### config.mk
export PLATFORM = sky130hd
export DESIGN_NAME = irq_msg_unit
export DESIGN_NICKNAME = d
export VERILOG_FILES = /design/src/rtl/irq_msg_pkg.sv /design/src/rtl/irq_sync.sv /design/src/rtl/irq_intx_vwire.sv /design/src/rtl/irq_line_detect.sv /design/src/rtl/irq_prio_pick.sv /design/src/rtl/irq_msg_fsm.sv /design/src/rtl/irq_msg_unit.sv
export SDC_FILE = /design/constraint.sdc
export NUM_CORES = 1
export LEC_CHECK = 0
export BUFFER_PORTS_ARGS = -buffer_cell sky130_fd_sc_hd__buf_2
export CORE_AREA = 2 2 675 677
export DETAILED_ROUTE_END_ITERATION = 12
export DIE_AREA = 0 0 677 679
export GPL_TIMING_DRIVEN = 0
export SETUP_SLACK_MARGIN = 0.5
export SLEW_MARGIN = 20
export SYNTH_ARGS = -nofsm -noshare
export SYNTH_HDL_FRONTEND = slang
export SYNTH_HIERARCHICAL = 1
export SYNTH_SLANG_ARGS = --single-unit
### constraint.sdc
create_clock -name clk_i -period 4 [get_ports clk_i]
set_input_delay 0.8 -clock clk_i [delete_from_list [all_inputs] [get_ports clk_i]]
set_output_delay 0.8 -clock clk_i [all_outputs]
set_load 0.005 [all_outputs]
### src/rtl/irq_msg_pkg.sv
`timescale 1ns/1ps
// Shared types for the interrupt message delivery unit.
// Assumes: a single clock domain for all consumers of these types.
package irq_msg_pkg;
    typedef enum logic [1:0] {
        ST_IDLE = 2'd0,
        ST_REQ  = 2'd1,
        ST_SEND = 2'd2,
        ST_GAP  = 2'd3
    } dlv_state_e;
endpackage

### src/rtl/irq_sync.sv
`timescale 1ns/1ps
// Two-stage synchroniser for a vector of asynchronous inputs.
// Assumes: each bit is independent; RST_VAL is the idle level of the inputs.
module irq_sync #(
    parameter int          WIDTH   = 8,
    parameter logic [63:0] RST_VAL = '0
) (
    input  logic             clk_i,
    input  logic             rst_ni,
    input  logic [WIDTH-1:0] d_i,
    output logic [WIDTH-1:0] q_o
);
    logic [WIDTH-1:0] stage1_q;
    logic [WIDTH-1:0] stage2_q;

    // Shift the inputs through two flops.
    always_ff @(posedge clk_i) begin
        if (!rst_ni) begin
            stage1_q <= RST_VAL[WIDTH-1:0];
            stage2_q <= RST_VAL[WIDTH-1:0];
        end else begin
            stage1_q <= d_i;
            stage2_q <= stage1_q;
        end
    end

    assign q_o = stage2_q;
endmodule

### src/rtl/irq_intx_vwire.sv
`timescale 1ns/1ps
// Virtual level wires driven by received PCI INTx assert/deassert messages.
// Assumes: messages arrive synchronous to clk_i, at most one per cycle.
module irq_intx_vwire #(
    parameter int NUM_VW = 4
) (
    input  logic                      clk_i,
    input  logic                      rst_ni,
    input  logic                      valid_i,
    input  logic                      assert_i,
    input  logic [$clog2(NUM_VW)-1:0] sel_i,
    output logic [NUM_VW-1:0]         vw_o
);
    logic [NUM_VW-1:0] vw_q;

    // Set or clear the addressed wire on each message.
    always_ff @(posedge clk_i) begin
        if (!rst_ni) begin
            vw_q <= '0;
        end else if (valid_i) begin
            vw_q[sel_i] <= assert_i;
        end
    end

    assign vw_o = vw_q;

    // a message changes only the selected wire.
    for (genvar g = 0; g < NUM_VW; g++) begin : g_chk
        assert_vw_untouched_R6: assert property (@(posedge clk_i) disable iff (!rst_ni)
            ($past(valid_i) && ($past(sel_i) != g[$clog2(NUM_VW)-1:0])) |-> $stable(vw_q[g]));
    end
endmodule

### src/rtl/irq_line_detect.sv
`timescale 1ns/1ps
// Per-line event detector: edge or level trigger, request bit and pending bit.
// Assumes: act_i is already synchronised and polarity-normalised (1 = active).
module irq_line_detect #(
    parameter int NUM = 24
) (
    input  logic           clk_i,
    input  logic           rst_ni,
    input  logic [NUM-1:0] act_i,
    input  logic [NUM-1:0] level_i,
    input  logic [NUM-1:0] clr_i,
    output logic [NUM-1:0] irr_o,
    output logic [NUM-1:0] pend_o
);
    logic [NUM-1:0] act_q;
    logic [NUM-1:0] irr_q;
    logic [NUM-1:0] pend_q;
    logic [NUM-1:0] rise;
    logic [NUM-1:0] chg;

    // Find rising and any-change events against last cycle's level.
    always_comb begin
        rise = act_i & ~act_q;
        chg  = act_i ^ act_q;
    end

    // Update history, request and pending bits.
    always_ff @(posedge clk_i) begin
        if (!rst_ni) begin
            act_q  <= '0;
            irr_q  <= '0;
            pend_q <= '0;
        end else begin
            act_q  <= act_i;
            pend_q <= (pend_q & ~clr_i) | rise;
            for (int i = 0; i < NUM; i++) begin
                if (level_i[i]) begin
                    if (chg[i]) irr_q[i] <= act_i[i];
                end else begin
                    irr_q[i] <= (irr_q[i] & ~clr_i[i]) | rise[i];
                end
            end
        end
    end

    assign irr_o  = irr_q;
    assign pend_o = pend_q;

    for (genvar g = 0; g < NUM; g++) begin : g_chk
        // in edge mode a request bit rises only with an active line.
        assert_edge_irr_active_R3: assert property (@(posedge clk_i) disable iff (!rst_ni)
            (!level_i[g] && $rose(irr_q[g])) |-> act_q[g]);
        // a pending delivery starts only from an active line.
        assert_pend_active_R11: assert property (@(posedge clk_i) disable iff (!rst_ni)
            $rose(pend_q[g]) |-> act_q[g]);
    end
endmodule

### src/rtl/irq_prio_pick.sv
`timescale 1ns/1ps
// Fixed-priority picker: returns the lowest-numbered set bit.
// Assumes: idx_o is meaningful only while any_o is high.
module irq_prio_pick #(
    parameter int NUM   = 24,
    parameter int IDX_W = $clog2(NUM)
) (
    input  logic [NUM-1:0]   elig_i,
    output logic             any_o,
    output logic [IDX_W-1:0] idx_o
);
    // Scan from the top so the lowest set bit wins.
    always_comb begin
        any_o = |elig_i;
        idx_o = '0;
        for (int i = NUM - 1; i >= 0; i--) begin
            if (elig_i[i]) idx_o = IDX_W'(i);
        end
    end
endmodule

### src/rtl/irq_msg_fsm.sv
`timescale 1ns/1ps
// Delivery sequencer: request bus, wait grant, write message, drop request.
// Assumes: the grant stays high until the request falls.
module irq_msg_fsm import irq_msg_pkg::*; #(
    parameter int IDX_W = 5
) (
    input  logic             clk_i,
    input  logic             rst_ni,
    input  logic             any_elig_i,
    input  logic [IDX_W-1:0] pick_idx_i,
    input  logic             bus_gnt_i,
    input  logic             msg_ready_i,
    output logic             load_o,
    output logic             done_o,
    output logic [IDX_W-1:0] cur_idx_o,
    output logic             bus_req_o,
    output logic             msg_valid_o
);
    dlv_state_e       state_q, state_d;
    logic [IDX_W-1:0] cur_idx_q;

    // Next-state selection for one delivery.
    always_comb begin
        state_d = state_q;
        unique case (state_q)
            ST_IDLE: if (any_elig_i)  state_d = ST_REQ;
            ST_REQ:  if (bus_gnt_i)   state_d = ST_SEND;
            ST_SEND: if (msg_ready_i) state_d = ST_GAP;
            ST_GAP:                   state_d = ST_IDLE;
            default:                  state_d = ST_IDLE;
        endcase
    end

    // Register state and the line being served.
    always_ff @(posedge clk_i) begin
        if (!rst_ni) begin
            state_q   <= ST_IDLE;
            cur_idx_q <= '0;
        end else begin
            state_q <= state_d;
            if (load_o) cur_idx_q <= pick_idx_i;
        end
    end

    assign load_o      = (state_q == ST_IDLE) && any_elig_i;
    assign done_o      = (state_q == ST_SEND) && msg_ready_i;
    assign cur_idx_o   = cur_idx_q;
    assign bus_req_o   = (state_q == ST_REQ) || (state_q == ST_SEND);
    assign msg_valid_o = (state_q == ST_SEND);

    // a write is only presented while the bus is requested.
    assert_valid_under_req_R8: assert property (@(posedge clk_i) disable iff (!rst_ni)
        msg_valid_o |-> bus_req_o);
    // a write starts only after a grant was seen.
    assert_valid_after_gnt_R8: assert property (@(posedge clk_i) disable iff (!rst_ni)
        $rose(msg_valid_o) |-> $past(bus_gnt_i));
    // the request drops for a cycle after completion.
    assert_req_gap_R8: assert property (@(posedge clk_i) disable iff (!rst_ni)
        (msg_valid_o && msg_ready_i) |=> !bus_req_o);
    // valid and line are held while the write waits.
    assert_hold_until_ready_R9: assert property (@(posedge clk_i) disable iff (!rst_ni)
        (msg_valid_o && !msg_ready_i) |=> (msg_valid_o && $stable(cur_idx_q)));
endmodule

### src/rtl/irq_msg_unit.sv
`timescale 1ns/1ps
// Interrupt message delivery unit: collects request lines, detects events
// and delivers one memory-write message per event after a bus grant.
// Assumes: configuration inputs are quasi-static; pins and serial inputs
// are asynchronous; INTx messages are synchronous to clk_i.
module irq_msg_unit import irq_msg_pkg::*; #(
    parameter int NUM_DIRECT = 16,
    parameter int NUM_PIN    = 8,
    parameter int NUM_SER    = 4,
    parameter int NUM_VW     = 4,
    parameter int ADDR_W     = 32,
    parameter int DATA_W     = 32
) (
    input  logic                                  clk_i,
    input  logic                                  rst_ni,
    input  logic [NUM_DIRECT-1:0]                 irq_direct_i,
    input  logic [NUM_PIN-1:0]                    pirq_pin_ni,
    input  logic [NUM_SER-1:0]                    pirq_ser_ni,
    input  logic                                  intx_valid_i,
    input  logic                                  intx_assert_i,
    input  logic [$clog2(NUM_VW)-1:0]             intx_sel_i,
    input  logic [NUM_DIRECT+NUM_PIN-1:0]         cfg_active_low_i,
    input  logic [NUM_DIRECT+NUM_PIN-1:0]         cfg_level_i,
    input  logic [NUM_DIRECT+NUM_PIN-1:0]         cfg_mask_i,
    input  logic [(NUM_DIRECT+NUM_PIN)*ADDR_W-1:0] cfg_addr_i,
    input  logic [(NUM_DIRECT+NUM_PIN)*DATA_W-1:0] cfg_data_i,
    output logic [NUM_DIRECT+NUM_PIN-1:0]         irr_o,
    output logic                                  bus_req_o,
    input  logic                                  bus_gnt_i,
    output logic                                  msg_valid_o,
    output logic [ADDR_W-1:0]                     msg_addr_o,
    output logic [DATA_W-1:0]                     msg_data_o,
    input  logic                                  msg_ready_i
);
    localparam int NUM_LINES = NUM_DIRECT + NUM_PIN;
    localparam int IDX_W     = $clog2(NUM_LINES);

    logic [NUM_DIRECT-1:0] direct_s;
    logic [NUM_PIN-1:0]    pin_s_n;
    logic [NUM_SER-1:0]    ser_s_n;
    logic [NUM_VW-1:0]     vw;
    logic [NUM_LINES-1:0]  raw;
    logic [NUM_LINES-1:0]  act;
    logic [NUM_LINES-1:0]  pend;
    logic [NUM_LINES-1:0]  elig;
    logic [NUM_LINES-1:0]  clr;
    logic                  pick_any;
    logic [IDX_W-1:0]      pick_idx;
    logic                  load;
    logic                  done;
    logic [IDX_W-1:0]      cur_idx;
    logic [ADDR_W-1:0]     addr_q;
    logic [DATA_W-1:0]     data_q;

    irq_sync #(.WIDTH(NUM_DIRECT), .RST_VAL('0)) u_sync_direct (
        .clk_i(clk_i), .rst_ni(rst_ni), .d_i(irq_direct_i), .q_o(direct_s));
    irq_sync #(.WIDTH(NUM_PIN), .RST_VAL('1)) u_sync_pin (
        .clk_i(clk_i), .rst_ni(rst_ni), .d_i(pirq_pin_ni), .q_o(pin_s_n));
    irq_sync #(.WIDTH(NUM_SER), .RST_VAL('1)) u_sync_ser (
        .clk_i(clk_i), .rst_ni(rst_ni), .d_i(pirq_ser_ni), .q_o(ser_s_n));

    irq_intx_vwire #(.NUM_VW(NUM_VW)) u_vwire (
        .clk_i(clk_i), .rst_ni(rst_ni), .valid_i(intx_valid_i),
        .assert_i(intx_assert_i), .sel_i(intx_sel_i), .vw_o(vw));

    // Route internal sources straight to the low lines.
    for (genvar g = 0; g < NUM_DIRECT; g++) begin : g_direct
        assign raw[g] = direct_s[g];
    end

    // Combine the shared active-low sources onto the high lines.
    for (genvar k = 0; k < NUM_PIN; k++) begin : g_shared
        logic ser_n;
        logic vw_on;
        if (k < NUM_SER) begin : g_ser
            assign ser_n = ser_s_n[k];
        end else begin : g_noser
            assign ser_n = 1'b1;
        end
        if (k < NUM_VW) begin : g_vw
            assign vw_on = vw[k];
        end else begin : g_novw
            assign vw_on = 1'b0;
        end
        assign raw[NUM_DIRECT+k] = pin_s_n[k] & ser_n & ~vw_on;
    end

    // Normalise polarity so that 1 means active.
    assign act = raw ^ cfg_active_low_i;

    irq_line_detect #(.NUM(NUM_LINES)) u_detect (
        .clk_i(clk_i), .rst_ni(rst_ni), .act_i(act), .level_i(cfg_level_i),
        .clr_i(clr), .irr_o(irr_o), .pend_o(pend));

    assign elig = pend & ~cfg_mask_i;

    irq_prio_pick #(.NUM(NUM_LINES), .IDX_W(IDX_W)) u_pick (
        .elig_i(elig), .any_o(pick_any), .idx_o(pick_idx));

    irq_msg_fsm #(.IDX_W(IDX_W)) u_fsm (
        .clk_i(clk_i), .rst_ni(rst_ni), .any_elig_i(pick_any),
        .pick_idx_i(pick_idx), .bus_gnt_i(bus_gnt_i), .msg_ready_i(msg_ready_i),
        .load_o(load), .done_o(done), .cur_idx_o(cur_idx),
        .bus_req_o(bus_req_o), .msg_valid_o(msg_valid_o));

    // Clear the served line's pending bit when its write completes.
    always_comb begin
        clr = '0;
        if (done) clr[cur_idx] = 1'b1;
    end

    // Capture the chosen line's address and data at selection.
    always_ff @(posedge clk_i) begin
        if (!rst_ni) begin
            addr_q <= '0;
            data_q <= '0;
        end else if (load) begin
            addr_q <= cfg_addr_i[pick_idx*ADDR_W +: ADDR_W];
            data_q <= cfg_data_i[pick_idx*DATA_W +: DATA_W];
        end
    end

    assign msg_addr_o = addr_q;
    assign msg_data_o = data_q;

    // the picked line is eligible and no lower line is.
    assert_pick_lowest_R10: assert property (@(posedge clk_i) disable iff (!rst_ni)
        pick_any |-> (elig[pick_idx] &&
                      ((elig & ~({NUM_LINES{1'b1}} << pick_idx)) == '0)));
    // address and data hold across a waiting write.
    assert_payload_stable_R9: assert property (@(posedge clk_i) disable iff (!rst_ni)
        (msg_valid_o && $past(msg_valid_o)) |-> ($stable(msg_addr_o) && $stable(msg_data_o)));
    // a masked line is never chosen for delivery.
    assert_masked_not_loaded_R12: assert property (@(posedge clk_i) disable iff (!rst_ni)
        load |-> !cfg_mask_i[pick_idx]);
endmodule

# == Yosys cells after proc, flatten, opt, wreduce, memory -nomap -nowiden ==
# Index checks and enable logic that the tools add are counted.
# W data, S select, Z words.
# classes
n_addsub,0
multipliers,0
div_mod_pow,0
order_cmp,4
n_eq_ne,30
shift,2
muxes,82
bitwise,93
reduce_logical,8
# op_table
op,count
$shiftx A768 B11 Y32,2
$mux W5,24
$and A24 B24 Y24,3
$not A24 Y24,3
$ne A2 B1 Y1 const B,26
$mux W1,50
$xor A24 B24 Y24,2
$and A1 B1 Y1,32
$not A1 Y1,28
$mux W24,1
$or A1 B1 Y1,24
$or A24 B24 Y24,1
$reduce_or A24 Y1,1
$pmux W2 S4,1
$lt A5 B6 Y1 const B,1
$mux W2,3
$demux W1 S5,1
$ge A5 B1 Y1 const B,1
$bwmux W4,1
$eq A2 B2 Y1 const B,2
$logic_and A1 B1 Y1,4
$lt A2 B3 Y1 const B,1
$reduce_and A3 Y1,1
$demux W1 S2,1
5 further kinds,5
# totals
register_bits,203
latch_bits,0
mem_bits_rw,0
romBits,0
input_bits,1644
output_inout_bits,90
elab_cells,256
mem_count,0

# == Longest topological paths before layout ==
# logic_depth
depth_word,27
mapped_depth,13
ltp_nobuf,11

# == By module ==
# Netlist, hierarchy kept.
# by_module_without_submodules
mod,n_inst,cells_each,area_each_um2,seq_area_each_um2
irq_msg_unit,1,1632,14680.3,1281.2
irq_line_detect,1,349,3239.4,1441.4
irq_sync at u_sync_direct,1,67,895.9,640.6
irq_sync at u_sync_pin,1,33,431.7,320.3
irq_msg_fsm,1,43,375.4,140.1
irq_prio_pick,1,48,309.0,0.0
irq_sync at u_sync_ser,1,16,210.2,160.2
irq_intx_vwire,1,17,171.4,80.1

# == Worst setup path before layout ==
# No wires, ideal clock.
# synth_timing
path_type,input port to flip-flop
startpoint,input cfg_mask_i[16]
endpoint,register addr_q[0] (netlist: msg_addr_o[0])
setup_ps,125
arrival_ps,3022
t_required_ps,3875
setup_slack_ps,853
cell_stages,12
n_path_buf,3
cell_sequence,nor2b_1 -> or4_4 -> o21ai_2 -> a21oi_1 -> nor4b_2 -> buf_2 -> buf_2 -> buf_2 -> mux2i_1 -> o22ai_1 -> a211oi_1 -> a31oi_1
# synth_via
elab_chain_len,20
elab_cells_between_ends,22
cone_classes,shift (1); mux (17); bitwise (2); reduce/logical (2)
# synth_lines
item,line,text
from (decl),irq_msg_unit.sv:24,"input logic [NUM_DIRECT+NUM_PIN-1:0] cfg_mask_i,"
$not A24 Y24,irq_msg_unit.sv:95,assign elig = pend & ~cfg_mask_i;
$and A24 B24 Y24,irq_msg_unit.sv:95,
$mux W5 (17 in series),irq_prio_pick.sv:17,if (elig_i[i]) idx_o = IDX_W'(i);
net pick_idx[2],irq_msg_unit.sv:48,logic [IDX_W-1:0] pick_idx;
$shiftx A768 B11 Y32,irq_msg_unit.sv:118,addr_q <= cfg_addr_i[pick_idx*ADDR_W +: ADDR_W];
to (signal assigned),irq_msg_unit.sv:118,
to (decl),irq_msg_unit.sv:52,logic [ADDR_W-1:0] addr_q;
# The timed path passes the listed nets, and every way through them passes these cells.
# A chain may end at the register's enable or synchronous reset.

# == Worst setup path after layout ==
# layout_timing
startpoint,register u_detect.pend_q[21] (netlist: u_detect/pend_o[21])
endpoint,register addr_q[14] (netlist: msg_addr_o[14])
# layout_via
elab_chain_len,24
elab_cells_between_ends,26
cone_classes,shift (1); mux (22); bitwise (1); reduce/logical (2)
# layout_lines
item,line,text
from (decl),irq_line_detect.sv:17,logic [NUM-1:0] pend_q;
from (signal assigned),irq_line_detect.sv:35,pend_q <= (pend_q & ~clr_i) | rise;
$and A24 B24 Y24,irq_msg_unit.sv:95,
net elig[21],irq_msg_unit.sv:45,logic [NUM_LINES-1:0] elig;
$mux W5 (22 in series),irq_prio_pick.sv:17,
net pick_idx[0],irq_msg_unit.sv:48,
$shiftx A768 B11 Y32,irq_msg_unit.sv:118,
# The timed path passes the listed nets, and every way through them passes these cells.

==> impl_metrics.ini <==
[outcome]
status = complete, no violations

[layout]
fin_util_pct = 9.73
fill_cells = 52764
layout.cells.non_filler = 10379
finalInstanceArea_sq_um = 43900
nNetsFinal = 5833
area_delta_synth_final_pct = 116
drive_gt1_share_pct = 62.2

[route]
drt-met1-wl_um = 161000
wl_per_cell_um = 44.5
wl_met3_um = 57800
drt_pass1_iterations = 5
vias = 32222
drtIter0Drc = 2618
drc = 0
drtAntennaViolNets = 0
route.met2.wl_um = 228000
vias_per_cell = 3.10
top_layer = met5
wl_um = 462000

[synthesis]
ys_seq_area_share_pct = 20.0
yosysMostFrequentCell = mux2i_1
syn_area_sq_um = 20300
synth_cell_types = 60
yosys-top-cells-area = mux2i_1, dfxtp_1, mux4_2, o21ai_0, nand2_1
yosys.area.top_type_share_pct = 25.5
synth-edff-count = 0
ys_warn_count = 6
synth_nets = 3878
syn_avg_cell_area_sq_um = 9.21
synth_top_cell_by_area = mux2i_1
synthArstFlopShare_pct = 0
ys.flop_type = dfxtp_1
synth_common_cells = mux2i_1, dfxtp_1, nand2_1
ys_ff_latch = 203
synth_cells = 2205

[clocking]
htree_levels = 2
cts.sinks = 203
cts-root-buf = clkbuf_16
clkTransAtPathRegs_ns = 0.07
cts-buffers-inserted = 35
cts_tree = yes
clockBufferDepth = 3
clk-insertion-delay-late_ns = 0.70

[critical_path]
cpMostUsedCell = buf_16
critPathLaunchType = flop
max_stage_delay_ns = 0.56
path_cells = nor2b_4 -> nor2_1 -> a221oi_2 -> o211ai_1 -> buf_4 -> o211ai_1 -> buf_4 -> buf_12 -> buf_16 -> buf_16 -> nor2_4 -> buf_16 -> clkbuf_4 -> nand2_1 -> nand4_1 -> a31oi_1
worst-path-buf-inv = 7
crit_required_ns = 4.58
critPathMaxFanout = 11
arrival_ns = 4.46
slowest_stage = nand4_1
cp_top_family = buffers and inverters
cp-end-kind = flop
path_class = flop to flop

[die]
initial_core_util_pct = 4.50
core-area_sq_um = 452000
dieArea_sq_um = 460000
fp.dieW_um = 677
ios = 1734
rows = 247
dieHeight_um = 679

[sta]
rsz0062_at_grt = yes
clock_skew_ns = 0.0872
maxSlewViolCount = 0
hold_violations = 0
worstMarginPinSlew_ns = 1.09
holdWs_ns = 0.346
period_needed_ns = 3.89
slew_headroom_pct = 27.0
setup_violations = 0
period_share_pct = 97.2
setup_tns_ns = 0
max_freq_ghz = 0.257
setup_ws_ns = 0.113

[placed_design]
hpwl_um = 424000
place_ws_ns = -3.42
gp_congestion = 0.930
placed_cells = 9951
placed_area_sq_um = 37300
io_buffers = 1733

[power_and_ir_drop]
power.share.clock_pct = 15.1
p_leak_nw = 17.4
vdd_ir_drop_max_uv = 281
power_frac_comb_pct = 72.4
seqPwrFrac_pct = 12.4
power_density_nw_per_um2 = 505
p_sw_mw = 11.9
p_sw_share_pct = 53.7
fin_total_pwr_mw = 22.2
p_int_mw = 10.3

[global_routing]
grt_pass1_vias = 29208
grt_max_degree = 38
grt_pass1_wl_um = 522000
grt.total_usage_pct = 19.3
globalRoute.totalOverflow = 0
antenna_found_initial = 600

[worst_hold_path]
hold_class = input port to flop

[job]
cap_violations = 0
-- layout by cell type (no fill, tap or decap), drive strengths merged, types with 5 or more instances in the layout --
cell	count
buf	2043
mux2i	517
diode	218
dfxtp	203
nand2	198
o21ai	179
mux4	128
o22ai	128
clkbuf	124
nand4	64
a31oi	64
a22oi	64
a211oi	63
and2	58
nor2b	53
nor2	40
inv	36
ha	29
nand4b	25
xor2	24
o21a	24
a31o	24
nand2b	21
nand3	8
nand3b	7
a21boi	5
or2b	5
clkinv	5
-- path summary, 6_finish.rpt --
| kind | start | end | slack [ns] | cells after the start |
|---|---|---|---|---|
| setup / recovery | u_detect/pend_o[21]$_SDFF_PN0_ | msg_addr_o[14]$_SDFFE_PN0P_ | 0.11 | 16 |
| setup reg to reg | u_detect/pend_o[21]$_SDFF_PN0_ | msg_addr_o[14]$_SDFFE_PN0P_ | 0.11 | 16 |
| hold reg to reg | u_sync_pin/stage1_q[1]$_SDFF_PN1_ | u_sync_pin/q_o[1]$_SDFF_PN1_ | 0.40 | 1 |
| hold / removal | pirq_ser_ni[1] | u_sync_ser/stage1_q[1]$_SDFF_PN1_ | 0.35 | 2 |
-- per-layer routing --
layer | vias up | track usage (%)
li1 | 12741 | -
met1 | 15280 | 20.3
met4 | 280 | 3.56
met5 | - | 0
met2 | 2753 | 34.5
met3 | 1168 | 9.61
-- state kept, by name, indices dropped and copies added (netlist names) --
signal,cells
msg_addr_o,32
msg_data_o,32
u_detect/act_q,24
u_detect/irr_o,24
u_detect/pend_o,24
u_fsm/cur_idx_o,5
u_fsm/state_q,2
u_sync_direct/q_o,16
u_sync_direct/stage1_q,16
u_sync_pin/q_o,8
u_sync_pin/stage1_q,8
u_sync_ser/q_o,4
u_sync_ser/stage1_q,4
u_vwire/vw_o,4
-- cell type report --
class / count / area [sq um] / area share, %
Antenna cell: 218 / 546 / 1.24
Buffer: 201 / 2310 / 5.25
Clock buffer: 49 / 1010 / 2.30
Clock inverter: 13 / 149 / 0.339
Inverter: 33 / 126 / 0.288
Multi-Input combinational cell: 1768 / 17000 / 38.7
Sequential cell: 203 / 4060 / 9.25
Tap cell: 5976 / 7480 / 17.0
Timing Repair Buffer: 1918 / 11200 / 25.6
-- worst reg2reg max path, cell delays in order, from the launching register on --
cell	delay, ns
dfxtp_1	0.33
nor2b_4	0.22
nor2_1	0.08
a221oi_2	0.28
o211ai_1	0.15
buf_4	0.20
o211ai_1	0.19
buf_4	0.16
buf_12	0.15
buf_16	0.19
buf_16	0.25
nor2_4	0.10
buf_16	0.17
clkbuf_4	0.32
nand2_1	0.12
nand4_1	0.56
a31oi_1	0.37
-- timing repair --
item,in CTS,in global routing
pin swaps,108,75
resized for setup,623,149
buffers inserted,99,42
endpoints found under the setup margin,64,64
hold buffers,0,0
cloned,4,3
-- cells by family (layout without fill, tap and decap cells) --
family | after synthesis | after routing | synth area share, %
muxes | 645 | 645 | 39.7
AOI/OAI and AO/OA | 567 | 567 | 18.4
and+or+nand+nor | 503 | 503 | 13.4
buffers and inverters | 234 | 2214 | 5.70
DFF | 203 | 203 | 20.0
adders and majority gates | 29 | 29 | 1.79
xor gates and xnor gates | 24 | 24 | 1.03
other | 0 | 218 | 0
-- power by group through the flow --
stage	Combinational, mW	Clock (mW)	Sequential (mW)
floorplan	4.73	0	2.76
global placement	13.2	0	2.77
detailed placement	13.6	0	2.79
CTS	16.0	3.52	2.75
global route	16.8	3.56	2.80
finish	16.1	3.35	2.76
Note: power is estimated with default switching activity, not from simulation.
